$ cat config.mk
export PLATFORM = sky130hd
export DESIGN_NAME = irq_dispatch
export DESIGN_NICKNAME = d
export VERILOG_FILES = /design/src/rtl/irq_dispatch_pkg.sv /design/src/rtl/irq_dispatch_ctrl.sv /design/src/rtl/irq_dispatch_dp.sv /design/src/rtl/irq_dispatch.sv
export SDC_FILE = /design/constraint.sdc
export NUM_CORES = 1
export LEC_CHECK = 0
export ABC_CLOCK_PERIOD_IN_PS = 3920
export BUFFER_PORTS_ARGS = -buffer_cell sky130_fd_sc_hd__buf_2
export CORE_ASPECT_RATIO = 1.25
export CORE_MARGIN = 2
export CORE_UTILIZATION = 54
export DETAILED_ROUTE_END_ITERATION = 7
export PLACE_DENSITY = 0.9
export SKIP_LAST_GASP = 1
export SYNTH_ARGS = -nofsm -noshare
export SYNTH_HDL_FRONTEND = slang
export SYNTH_SLANG_ARGS = --single-unit
$ cat constraint.sdc
create_clock -name clk -period 3.92 [get_ports clk]
set_input_delay 0.392 -clock clk [delete_from_list [all_inputs] [get_ports clk]]
set_output_delay 0.392 -clock clk [all_outputs]
set_load 0.005 [all_outputs]
$ cat src/rtl/irq_dispatch_pkg.sv
package irq_dispatch_pkg;
  // widest register index a strobe can carry
  localparam int SEL_W = 8;
  // byte stride between mapping registers and its shift
  localparam int MAP_STRIDE = 8;
  localparam int STRIDE_SH = 3;
  // bit holding the enable in every mapping register
  localparam int EN_BIT = 31;
  // fixed identifier bases returned in bits 30:0
  localparam int PCI_ID_BASE = 32'h7C0;
  localparam int OB_ID_BASE = 32'h7E0;

  typedef enum logic [1:0] {
    RD_ZERO = 2'd0,
    RD_PCI  = 2'd1,
    RD_OB   = 2'd2
  } rdSel_e;

  typedef struct packed {
    logic             pciMapWr;
    logic             obMapWr;
    logic             pciClr;
    logic             obClr;
    logic             enBit;
    logic [SEL_W-1:0] regIdx;
    rdSel_e           rdSel;
  } strobes_t;
endpackage

$ cat src/rtl/irq_dispatch_ctrl.sv
module irq_dispatch_ctrl
  import irq_dispatch_pkg::*;
#(
  parameter int ADDR_W          = 16,
  parameter int PCI_GROUPS      = 8,
  parameter int LINES_PER_GROUP = 4,
  parameter int OB_LINES        = 32,
  parameter int PCI_MAP_BASE    = 'h0C00,
  parameter int OB_MAP_BASE     = 'h1000,
  parameter int PCI_CLR_BASE    = 'h1400,
  parameter int OB_CLR_BASE     = 'h1800
) (
  input  logic [ADDR_W-1:0] regAddr,
  input  logic              regWrEn,
  input  logic              wrEnBit,
  output strobes_t          stb
);
  localparam int GRP_STRIDE = MAP_STRIDE * LINES_PER_GROUP;
  localparam int GRP_SH     = $clog2(GRP_STRIDE);

  localparam logic [ADDR_W-1:0] PMAP_LO = ADDR_W'(PCI_MAP_BASE);
  localparam logic [ADDR_W-1:0] PMAP_HI = ADDR_W'(PCI_MAP_BASE + MAP_STRIDE * PCI_GROUPS);
  localparam logic [ADDR_W-1:0] OMAP_LO = ADDR_W'(OB_MAP_BASE);
  localparam logic [ADDR_W-1:0] OMAP_HI = ADDR_W'(OB_MAP_BASE + MAP_STRIDE * OB_LINES);
  localparam logic [ADDR_W-1:0] PCLR_LO = ADDR_W'(PCI_CLR_BASE);
  localparam logic [ADDR_W-1:0] PCLR_HI = ADDR_W'(PCI_CLR_BASE + GRP_STRIDE * PCI_GROUPS);
  localparam logic [ADDR_W-1:0] OCLR_LO = ADDR_W'(OB_CLR_BASE);
  localparam logic [ADDR_W-1:0] OCLR_HI = ADDR_W'(OB_CLR_BASE + MAP_STRIDE * OB_LINES);

  logic inPMap, inOMap, inPClr, inOClr;
  logic [ADDR_W-1:0] offPMap, offOMap, offPClr, offOClr;

  always_comb begin
    inPMap  = (regAddr >= PMAP_LO) && (regAddr < PMAP_HI);
    inOMap  = (regAddr >= OMAP_LO) && (regAddr < OMAP_HI);
    inPClr  = (regAddr >= PCLR_LO) && (regAddr < PCLR_HI);
    inOClr  = (regAddr >= OCLR_LO) && (regAddr < OCLR_HI);
    offPMap = regAddr - PMAP_LO;
    offOMap = regAddr - OMAP_LO;
    offPClr = regAddr - PCLR_LO;
    offOClr = regAddr - OCLR_LO;
  end

  always_comb begin
    stb       = '0;
    stb.rdSel = RD_ZERO;
    stb.enBit = wrEnBit;
    if (inPMap) begin
      stb.rdSel    = RD_PCI;
      stb.regIdx   = SEL_W'(offPMap >> STRIDE_SH);
      stb.pciMapWr = regWrEn;
    end else if (inOMap) begin
      stb.rdSel   = RD_OB;
      stb.regIdx  = SEL_W'(offOMap >> STRIDE_SH);
      stb.obMapWr = regWrEn;
    end else if (inPClr) begin
      stb.regIdx = SEL_W'(offPClr >> GRP_SH);
      stb.pciClr = regWrEn;
    end else if (inOClr) begin
      stb.regIdx = SEL_W'(offOClr >> STRIDE_SH);
      stb.obClr  = regWrEn;
    end
  end
endmodule

$ cat src/rtl/irq_dispatch_dp.sv
module irq_dispatch_dp
  import irq_dispatch_pkg::*;
#(
  parameter int PCI_GROUPS      = 8,
  parameter int LINES_PER_GROUP = 4,
  parameter int OB_LINES        = 32,
  localparam int PCI_LINES      = PCI_GROUPS * LINES_PER_GROUP,
  localparam int NUM_LINES      = PCI_LINES + OB_LINES,
  localparam int IDX_W          = $clog2(NUM_LINES + 1)
) (
  input  logic                 clk,
  input  logic                 rstN,
  input  logic [NUM_LINES-1:0] irqIn,
  input  strobes_t             stb,
  output logic [31:0]          rdData,
  output logic                 reqValid,
  output logic [IDX_W-1:0]     reqVec
);
  localparam logic [IDX_W-1:0] IDLE = IDX_W'(NUM_LINES);

  logic [PCI_GROUPS-1:0] enPci;
  logic [OB_LINES-1:0]   enOb;
  logic [NUM_LINES-1:0]  lvl;
  logic [NUM_LINES-1:0]  lineEn;
  logic [NUM_LINES-1:0]  cand;
  logic [IDX_W-1:0]      reqIdx;
  logic [IDX_W-1:0]      pickIdx;
  logic [IDX_W-1:0]      reqNext;
  logic                  busy;
  logic                  reqIsPci;
  logic                  grpMatch;
  logic                  lineMatch;
  logic                  dropReq;

  // per-line enable: slot lines share a group register, on-board lines own one
  for (genvar g = 0; g < NUM_LINES; g++) begin : g_lineEn
    if (g < PCI_LINES) begin : g_pci
      assign lineEn[g] = enPci[g / LINES_PER_GROUP];
    end else begin : g_ob
      assign lineEn[g] = enOb[g - PCI_LINES];
    end
  end

  assign cand = lvl & lineEn;

  // lowest asserted and enabled line wins
  always_comb begin
    pickIdx = IDLE;
    for (int i = NUM_LINES - 1; i >= 0; i--) begin
      if (cand[i]) pickIdx = IDX_W'(i);
    end
  end

  // which removal conditions address the outstanding request
  always_comb begin
    busy      = (reqIdx != IDLE);
    reqIsPci  = (int'(reqIdx) < PCI_LINES);
    grpMatch  = busy && reqIsPci &&
                ((int'(reqIdx) / LINES_PER_GROUP) == int'(stb.regIdx));
    lineMatch = busy && (int'(reqIdx) == PCI_LINES + int'(stb.regIdx));
    dropReq   = (stb.pciClr && grpMatch) ||
                (stb.obClr && lineMatch) ||
                (stb.pciMapWr && !stb.enBit && grpMatch) ||
                (stb.obMapWr && !stb.enBit && lineMatch);
  end

  always_comb begin
    if (dropReq)    reqNext = IDLE;
    else if (!busy) reqNext = pickIdx;
    else            reqNext = reqIdx;
  end

  always_ff @(posedge clk or negedge rstN) begin
    if (!rstN) begin
      reqIdx <= IDLE;
      lvl    <= '0;
    end else begin
      reqIdx <= reqNext;
      lvl    <= irqIn;
    end
  end

  always_ff @(posedge clk or negedge rstN) begin
    if (!rstN) begin
      enPci <= '0;
      enOb  <= '0;
    end else begin
      for (int i = 0; i < PCI_GROUPS; i++) begin
        if (stb.pciMapWr && int'(stb.regIdx) == i) enPci[i] <= stb.enBit;
      end
      for (int i = 0; i < OB_LINES; i++) begin
        if (stb.obMapWr && int'(stb.regIdx) == i) enOb[i] <= stb.enBit;
      end
    end
  end

  // read mux: enable bit over the fixed identifier
  logic        rdEn;
  logic [30:0] rdLow;
  always_comb begin
    rdEn  = 1'b0;
    rdLow = '0;
    case (stb.rdSel)
      RD_PCI: begin
        for (int i = 0; i < PCI_GROUPS; i++) begin
          if (int'(stb.regIdx) == i) rdEn = enPci[i];
        end
        rdLow = 31'(PCI_ID_BASE | (int'(stb.regIdx) * LINES_PER_GROUP));
      end
      RD_OB: begin
        for (int i = 0; i < OB_LINES; i++) begin
          if (int'(stb.regIdx) == i) rdEn = enOb[i];
        end
        rdLow = 31'(OB_ID_BASE + int'(stb.regIdx));
      end
      default: ;
    endcase
    rdData = {rdEn, rdLow};
  end

  assign reqValid = busy;
  assign reqVec   = reqIdx;
endmodule

$ cat src/rtl/irq_dispatch.sv
module irq_dispatch
  import irq_dispatch_pkg::*;
#(
  parameter int ADDR_W          = 16,
  parameter int PCI_GROUPS      = 8,
  parameter int LINES_PER_GROUP = 4,
  parameter int OB_LINES        = 32,
  parameter int PCI_MAP_BASE    = 'h0C00,
  parameter int OB_MAP_BASE     = 'h1000,
  parameter int PCI_CLR_BASE    = 'h1400,
  parameter int OB_CLR_BASE     = 'h1800,
  localparam int NUM_LINES      = PCI_GROUPS * LINES_PER_GROUP + OB_LINES,
  localparam int IDX_W          = $clog2(NUM_LINES + 1)
) (
  input  logic                 clk,
  input  logic                 rstN,
  input  logic [NUM_LINES-1:0] irqIn,
  input  logic [ADDR_W-1:0]    regAddr,
  input  logic                 regWrEn,
  input  logic [31:0]          regWrData,
  output logic [31:0]          regRdData,
  output logic                 reqValid,
  output logic [IDX_W-1:0]     reqVec
);
  strobes_t stb;
  logic     unusedWrBits;

  // only the enable bit of write data is stored
  assign unusedWrBits = ^regWrData[EN_BIT-1:0];

  irq_dispatch_ctrl #(
    .ADDR_W(ADDR_W), .PCI_GROUPS(PCI_GROUPS), .LINES_PER_GROUP(LINES_PER_GROUP),
    .OB_LINES(OB_LINES), .PCI_MAP_BASE(PCI_MAP_BASE), .OB_MAP_BASE(OB_MAP_BASE),
    .PCI_CLR_BASE(PCI_CLR_BASE), .OB_CLR_BASE(OB_CLR_BASE)
  ) u_ctrl (
    .regAddr(regAddr),
    .regWrEn(regWrEn),
    .wrEnBit(regWrData[EN_BIT]),
    .stb(stb)
  );

  irq_dispatch_dp #(
    .PCI_GROUPS(PCI_GROUPS), .LINES_PER_GROUP(LINES_PER_GROUP), .OB_LINES(OB_LINES)
  ) u_dp (
    .clk(clk),
    .rstN(rstN),
    .irqIn(irqIn),
    .stb(stb),
    .rdData(regRdData),
    .reqValid(reqValid),
    .reqVec(reqVec)
  );
endmodule

# Word-level counts from Yosys, hierarchy flattened
# Index checks and enable logic that the tools add are counted.
# Widths: inputs -> output; s select.
[classes]
add_sub_neg = 6
multipliers = 0
n_div = 0
magnitude_cmp = 9
n_eq_ne = 37
shifts = 0
mux = 120
n_bitwise = 1
reduce_logical = 58
[ops]
columns = ["op", "n"]
rows = [
  ["$mux 7", 66],
  ["$eq 8x6->1 const B", 16],
  ["$and 64x64->64", 1],
  ["$eq 8x5->1 const B", 8],
  ["$pmux 31 s2", 1],
  ["$logic_and 1x1->1", 53],
  ["$ge 16x13->1 const B", 3],
  ["$lt 16x13->1 const B", 3],
  ["$mux 1", 45],
  ["$eq 8x32->1", 1],
  ["$eq 8x4->1 const B", 4],
  ["$mux 8", 3],
  ["$sub 11x1->11 const B", 2],
  ["$eq 8x3->1 const B", 2],
  ["$ge 16x12->1 const B", 1],
  ["$lt 16x12->1 const B", 1],
  ["$sub 13x13->13 const B", 1],
  ["$add 11x8->12 const A", 1],
  ["$sub 11x11->11 const B", 1],
  ["$mux 10", 1],
  ["$add 6x8->9 const A", 1],
  ["$eq 6x8->1", 1],
  ["$eq 8x2->1 const B", 1],
  ["$logic_not 8->1", 1],
  ["10 further kinds", 13],
]
[word_totals]
reg_bits = 111
latchBits = 0
ramBits = 0
romBits = 0
inputBits = 115
output_inout_bits = 40
word_cells = 273
n_memories = 0

# Logic depth before layout (Yosys ltp)
[logic_depth]
depth_word = 67
mapped_depth = 17
depth_no_buf = 16

# Cells and area by module
# From an unflattened synthesis, not the netlist that was laid out.
[unflattened]
hier_cells = 631
hier_area_um2 = 6103.4
[modules_own_cells]
columns = ["mod", "n_inst", "cells_each", "area_per_inst_um2", "seq_area_each_um2"]
rows = [
  ["irq_dispatch_dp", 1, 589, 5776.8, 2778.9],
  ["irq_dispatch_ctrl", 1, 42, 326.6, 0.0],
]

# Worst setup path before layout
# Ideal clock, no wire load.
[synth_timing]
path_kind = "input port to output port"
from = "input regAddr[8]"
to = "output regRdData[31]"
t_arrival_ps = 2978
t_required_ps = 3528
setup_slack_ps = 550
cell_stages = 15
path_buffers = 3
cell_sequence = "buf_2 -> or2_1 -> a221o_1 -> a22oi_4 -> a32oi_2 -> or2_1 -> buf_2 -> or4_1 -> o21ai_1 -> o21ai_1 -> a21oi_1 -> a21oi_1 -> a21oi_1 -> o31ai_1 -> buf_4"
[synth_via]
elab_chain_cells = 40
word_cells_on_any_way = 96
cone_classes = "add/sub: 4; order compare: 8; eq/ne: 33; mux: 46; reduce/logical: 5"
[synth_lines]
columns = ["element", "line", "text"]
rows = [
  ["from (decl)", "irq_dispatch.sv:18", "input logic [ADDR_W-1:0] regAddr,"],
  ["$ge 16x13->1 or $lt 16x13->1 (tied branches)", "irq_dispatch_ctrl.sv:37", "inOClr = (regAddr >= OCLR_LO) && (regAddr < OCLR_HI);"],
  ["$logic_and 1x1->1", "irq_dispatch_ctrl.sv:37", ""],
  ["$mux 8", "irq_dispatch_ctrl.sv:59", "end else if (inOClr) begin"],
  ["$mux 8", "irq_dispatch_ctrl.sv:56", "end else if (inPClr) begin"],
  ["$mux 8", "irq_dispatch_ctrl.sv:52", "end else if (inOMap) begin"],
  ["$mux 10 (*)", "irq_dispatch_ctrl.sv:48", "if (inPMap) begin"],
  ["$logic_not 8->1", "irq_dispatch_dp.sv:106, irq_dispatch_dp.sv:112", ""],
  ["$mux 1 (32 in series)", "irq_dispatch_dp.sv:112", "if (int'(stb.regIdx) == i) rdEn = enOb[i];"],
  ["$pmux 1 s2 (*)", "irq_dispatch_dp.sv:103", "case (stb.rdSel)"],
  ["to (decl)", "irq_dispatch.sv:21", "output logic [31:0] regRdData,"],
]
# Every way passes the cells marked *; elsewhere a longest branch is shown, timed or not.

# Worst setup path in the final report
[layout_timing]
from = "input regAddr[9]"
to = "output regRdData[31]"
# The elaborated chain is that of the path after synthesis.

==> metrics.csv <==
metric;value;unit
deepest clock path buffer count;2;
kind of cell adding the most delay to the critical path;compound AO/OA/AOI/OAI gates;
Clock Latency Late Sink;0.36;ns
gr usage total;28.4;%
clock-pin slew on the worst setup and hold paths;0.07;ns
I/O Buffers;104;
overflow left after global routing;0;
number of diodes;0;
Main synth FF type;dfrtp_1;
Arr. time, crit path;3.44;ns
CP Data Required Time;3.53;ns
Routed Antenna Nets;0;
Critical Path Fanout Max;10;
Die W;100;um
total wire length;17.9;mm
Final Instance Area;7680;um^2
max cap viols;0;
# setup viols final;0;
layout cell share with drive strength beyond 1;32.7;%
syn avg cell area;9.51;um^2
initial antenna violation count;0;
P per Cell Area;340;nW/um^2
Final nets;934;
register area share after synthesis;44.3;%
fill cell count;834;
post-route clock period utilization;97.8;%
largest stage delay on the critical path;0.43;ns
critical path launch point type;input port;
CTS root buf;clkbuf_16;
Clock Skew;0.0152;ns
Hold Fails Final Rpt;0;
TritonCTS Buffers;9;
peak supply drop;0.000218;V
die height;125;um
initial core utilization;54.8;%
pin count of the biggest net entering global routing;65;
TritonCTS Sinks;111;
first-pass GRT wire length;28.2;mm
area of the multi-input gates;3360;um^2
Hold Buf Count CTS;0;
YS warnings;0;
I/O pins;155;
status;complete, no violations;
Slew HR;47.5;%
total number of vias;6133;
core area;11500;um^2
area grow syn2layout;22.4;%
post-layout min period;3.83;ns
vias in the first global route;5872;
Via density;6.43;
non-filler cells, final;954;
Cells after Synth;660;
Core Rows;44;
fmax;261;MHz
placer congestion estimate;0.930;
FF/Latch Area;2780;um^2
Crit Path Class;input port to output pin;
DRC violations left;0;
Avg WL per Cell;18.7;um
iteration count of the initial detailed-routing pass;6;
P_leak;3.54;nW
Worst Hold Class;input port to async pin;
library cells used by synthesis;78;
worst-margin pin slew;0.787;ns
worst path bufs/invs;4;
critical-path cell list;buf_2 > or2_1 > a221o_1 > a22oi_4 > buf_6 > a32oi_2 > or2_1 > buf_4 > or4_1 > o21ai_2 > o21ai_1 > a21oi_1 > a21oi_2 > a21oi_2 > o31ai_2 > buf_2;
number of synthesized flops with an enable pin;0;
Post-DP Area;7230;um^2
Total Die Area;12500;um^2
DP HPWL;12.9;mm
CP max-delay cell;or4_1;
Post-Synthesis Cell Area;6270;um^2
CTS tree;built;
#FFs+latches synth;111;
Placed Cells;937;
Async S/R FF share, synth;100;%
Pins Over Slew Limit;0;
CP endpoint kind;output pin;
H-tree levels;3;
First DRT Iteration DRCs;914;
## state kept, by name (all words and copies together), names as in the netlist
signal       flops
u_dp.lvl        64
u_dp.enPci       8
u_dp.enOb       32
u_dp.reqVec      7
## stage by stage
| step | power (W) | hold slack, ns | setup TNS (ns) | util, % | worst slack (ns) |
|---|---|---|---|---|---|
| final | 0.00261 | 0.115 | 0 | 67.0 | 0.0873 |
| after global placement | 0.00165 | 0.500 | 0 | 63.1 | 0.0622 |
| after detailed placement | 0.00167 | 0.501 | 0 | 63.1 | 0.0467 |
| after floorplan | 0.00149 | 0.0964 | 0 | - | 0.550 |
| after global routing | 0.00271 | 0.129 | -0.0774 | 67.0 | -0.0774 |
| after CTS | 0.00259 | 0.136 | 0 | 65.8 | 0.00541 |
## synth_stat cells (all sizes together) (3+ instances only)
library cell    n  share of area (%)
and3            4               0.40
nand3          23                1.8
a21boi          8               0.96
a22o            4               0.58
nor3           21                1.8
a32o            4               0.64
mux2           39                7.0
clkbuf          8               0.48
a31oi           8                1.0
dfrtp         110                 44
o211ai          5               0.60
nand4          11                1.1
a32oi           7                1.4
inv            18                1.1
nor2           57                3.7
o221ai          3               0.52
a21o            3               0.48
a21oi          32                2.6
a221oi          3               0.42
a222oi          4               0.64
buf            33                3.8
o21a            4               0.48
nor2b           7               0.70
nand2          79                4.7
ha              8                1.6
a22oi          12                1.7
xnor2           7               0.98
o21ai          55                4.5
o22ai           8               0.90
o41ai           8                1.1
nor4            7               0.70
or3             4               0.40
or2             7               0.70
nand2b          7               0.70
and2            9               0.90
## cells in the final DEF (no fill, tap or decap), types with 5 or more instances in the layout
| master | netlist | routed |
|---|---|---|
| o22ai_1 | 7 | 7 |
| dfrtp_1 | 110 | 110 |
| o21ai_1 | 6 | 5 |
| nand4_1 | 11 | 11 |
| xnor2_1 | 7 | 7 |
| nand3_1 | 23 | 21 |
| nor2b_1 | 7 | 7 |
| or2_2 | 5 | 5 |
| conb_1 | 1 | 19 |
| buf_2 | 5 | 103 |
| nand2_1 | 79 | 79 |
| nor3_1 | 19 | 18 |
| o21ai_0 | 47 | 45 |
| buf_4 | 23 | 57 |
| o211ai_1 | 5 | 5 |
| a21oi_1 | 31 | 29 |
| clkbuf_16 | 0 | 9 |
| ha_1 | 8 | 6 |
| mux2_2 | 39 | 39 |
| a22oi_1 | 10 | 10 |
| o21ai_2 | 2 | 5 |
| nor4_1 | 7 | 6 |
| nor2_1 | 54 | 52 |
| inv_1 | 18 | 16 |
| nand2b_1 | 7 | 7 |
| and2_1 | 9 | 9 |
| a21boi_0 | 8 | 7 |
| o41ai_1 | 8 | 8 |
| a31oi_1 | 6 | 6 |
## path summary, 6_finish.rpt
| check | startpoint | endpoint | slack [ns] | cells past startpoint |
|---|---|---|---|---|
| worst max-delay path | regAddr[9] | regRdData[31] | 0.09 | 16 |
| worst min-delay path | rstN | u_dp.enOb[20] | 0.11 | 1 |
| worst max register to register | u_dp.enOb[26] | u_dp.reqVec[1] | 1.07 | 12 |
| worst min register to register | u_dp.reqVec[6] | u_dp.reqVec[6] | 0.53 | 2 |
| max in group asynchronous | rstN | u_dp.lvl[38] | 2.95 | 2 |
| min in group clk | irqIn[10] | u_dp.lvl[10] | 0.13 | 1 |
## area by class of cell
type | instances | area share [%]
Multi-Input combinational cell | 508 | 43.7
Sequential cell | 111 | 36.2
Timing Repair Buffer | 163 | 13.0
Clock buffer | 10 | 2.98
Tap cell | 138 | 2.25
Clock inverter | 6 | 0.978
Inverter | 18 | 0.880
## kinds of logic (layout without fill, tap and decap cells)
| logic type | count (synthesis) | count (layout) | synth area share, % |
|---|---|---|---|
| other cells | 1 | 19 | 0.0598 |
| mux | 39 | 39 | 7.00 |
| simple gates | 247 | 247 | 19.1 |
| fa+ha+maj | 8 | 8 | 1.60 |
| flops | 111 | 111 | 44.3 |
| compound gates | 187 | 187 | 21.5 |
| buf+inv | 59 | 197 | 5.36 |
| xor+xnor | 8 | 8 | 1.12 |
## power breakdown
| part | total, W | internal [W] | switching [W] |
|---|---|---|---|
| Clock | 0.000945 | 0.000507 | 0.000439 |
| Combinational | 0.000386 | 0.000173 | 0.000213 |
| Sequential | 0.00128 | 0.00122 | 0.0000658 |
## repair_timing
action | CTS | global route
setup buffers | 0 | 1
resized for setup | 0 | 30
endpoints found under the setup margin | 0 | 1
## worst register-to-register path, stage by stage, from the launching register on
cell	delay (ns)
dfrtp_1	0.42
a22oi_1	0.35
o21ai_0	0.16
a222oi_1	0.33
o21ai_0	0.16
a31oi_1	0.21
o21ai_0	0.12
a21oi_1	0.24
o21ai_0	0.11
a21oi_1	0.17
o21ai_0	0.14
a31oi_1	0.25
o22ai_1	0.10
## metal layers
metal / vias up / routed length, um / GRT usage (%)
met3: 109 / 1450 / 5.22
li1: 2718 / - / -
met4: 0 / 1040 / 15.1
met5: - / 0 / 0
met2: 396 / 8610 / 46.8
met1: 2910 / 6790 / 35.3
No activity file was read; power rests on OpenSTA's default activity.
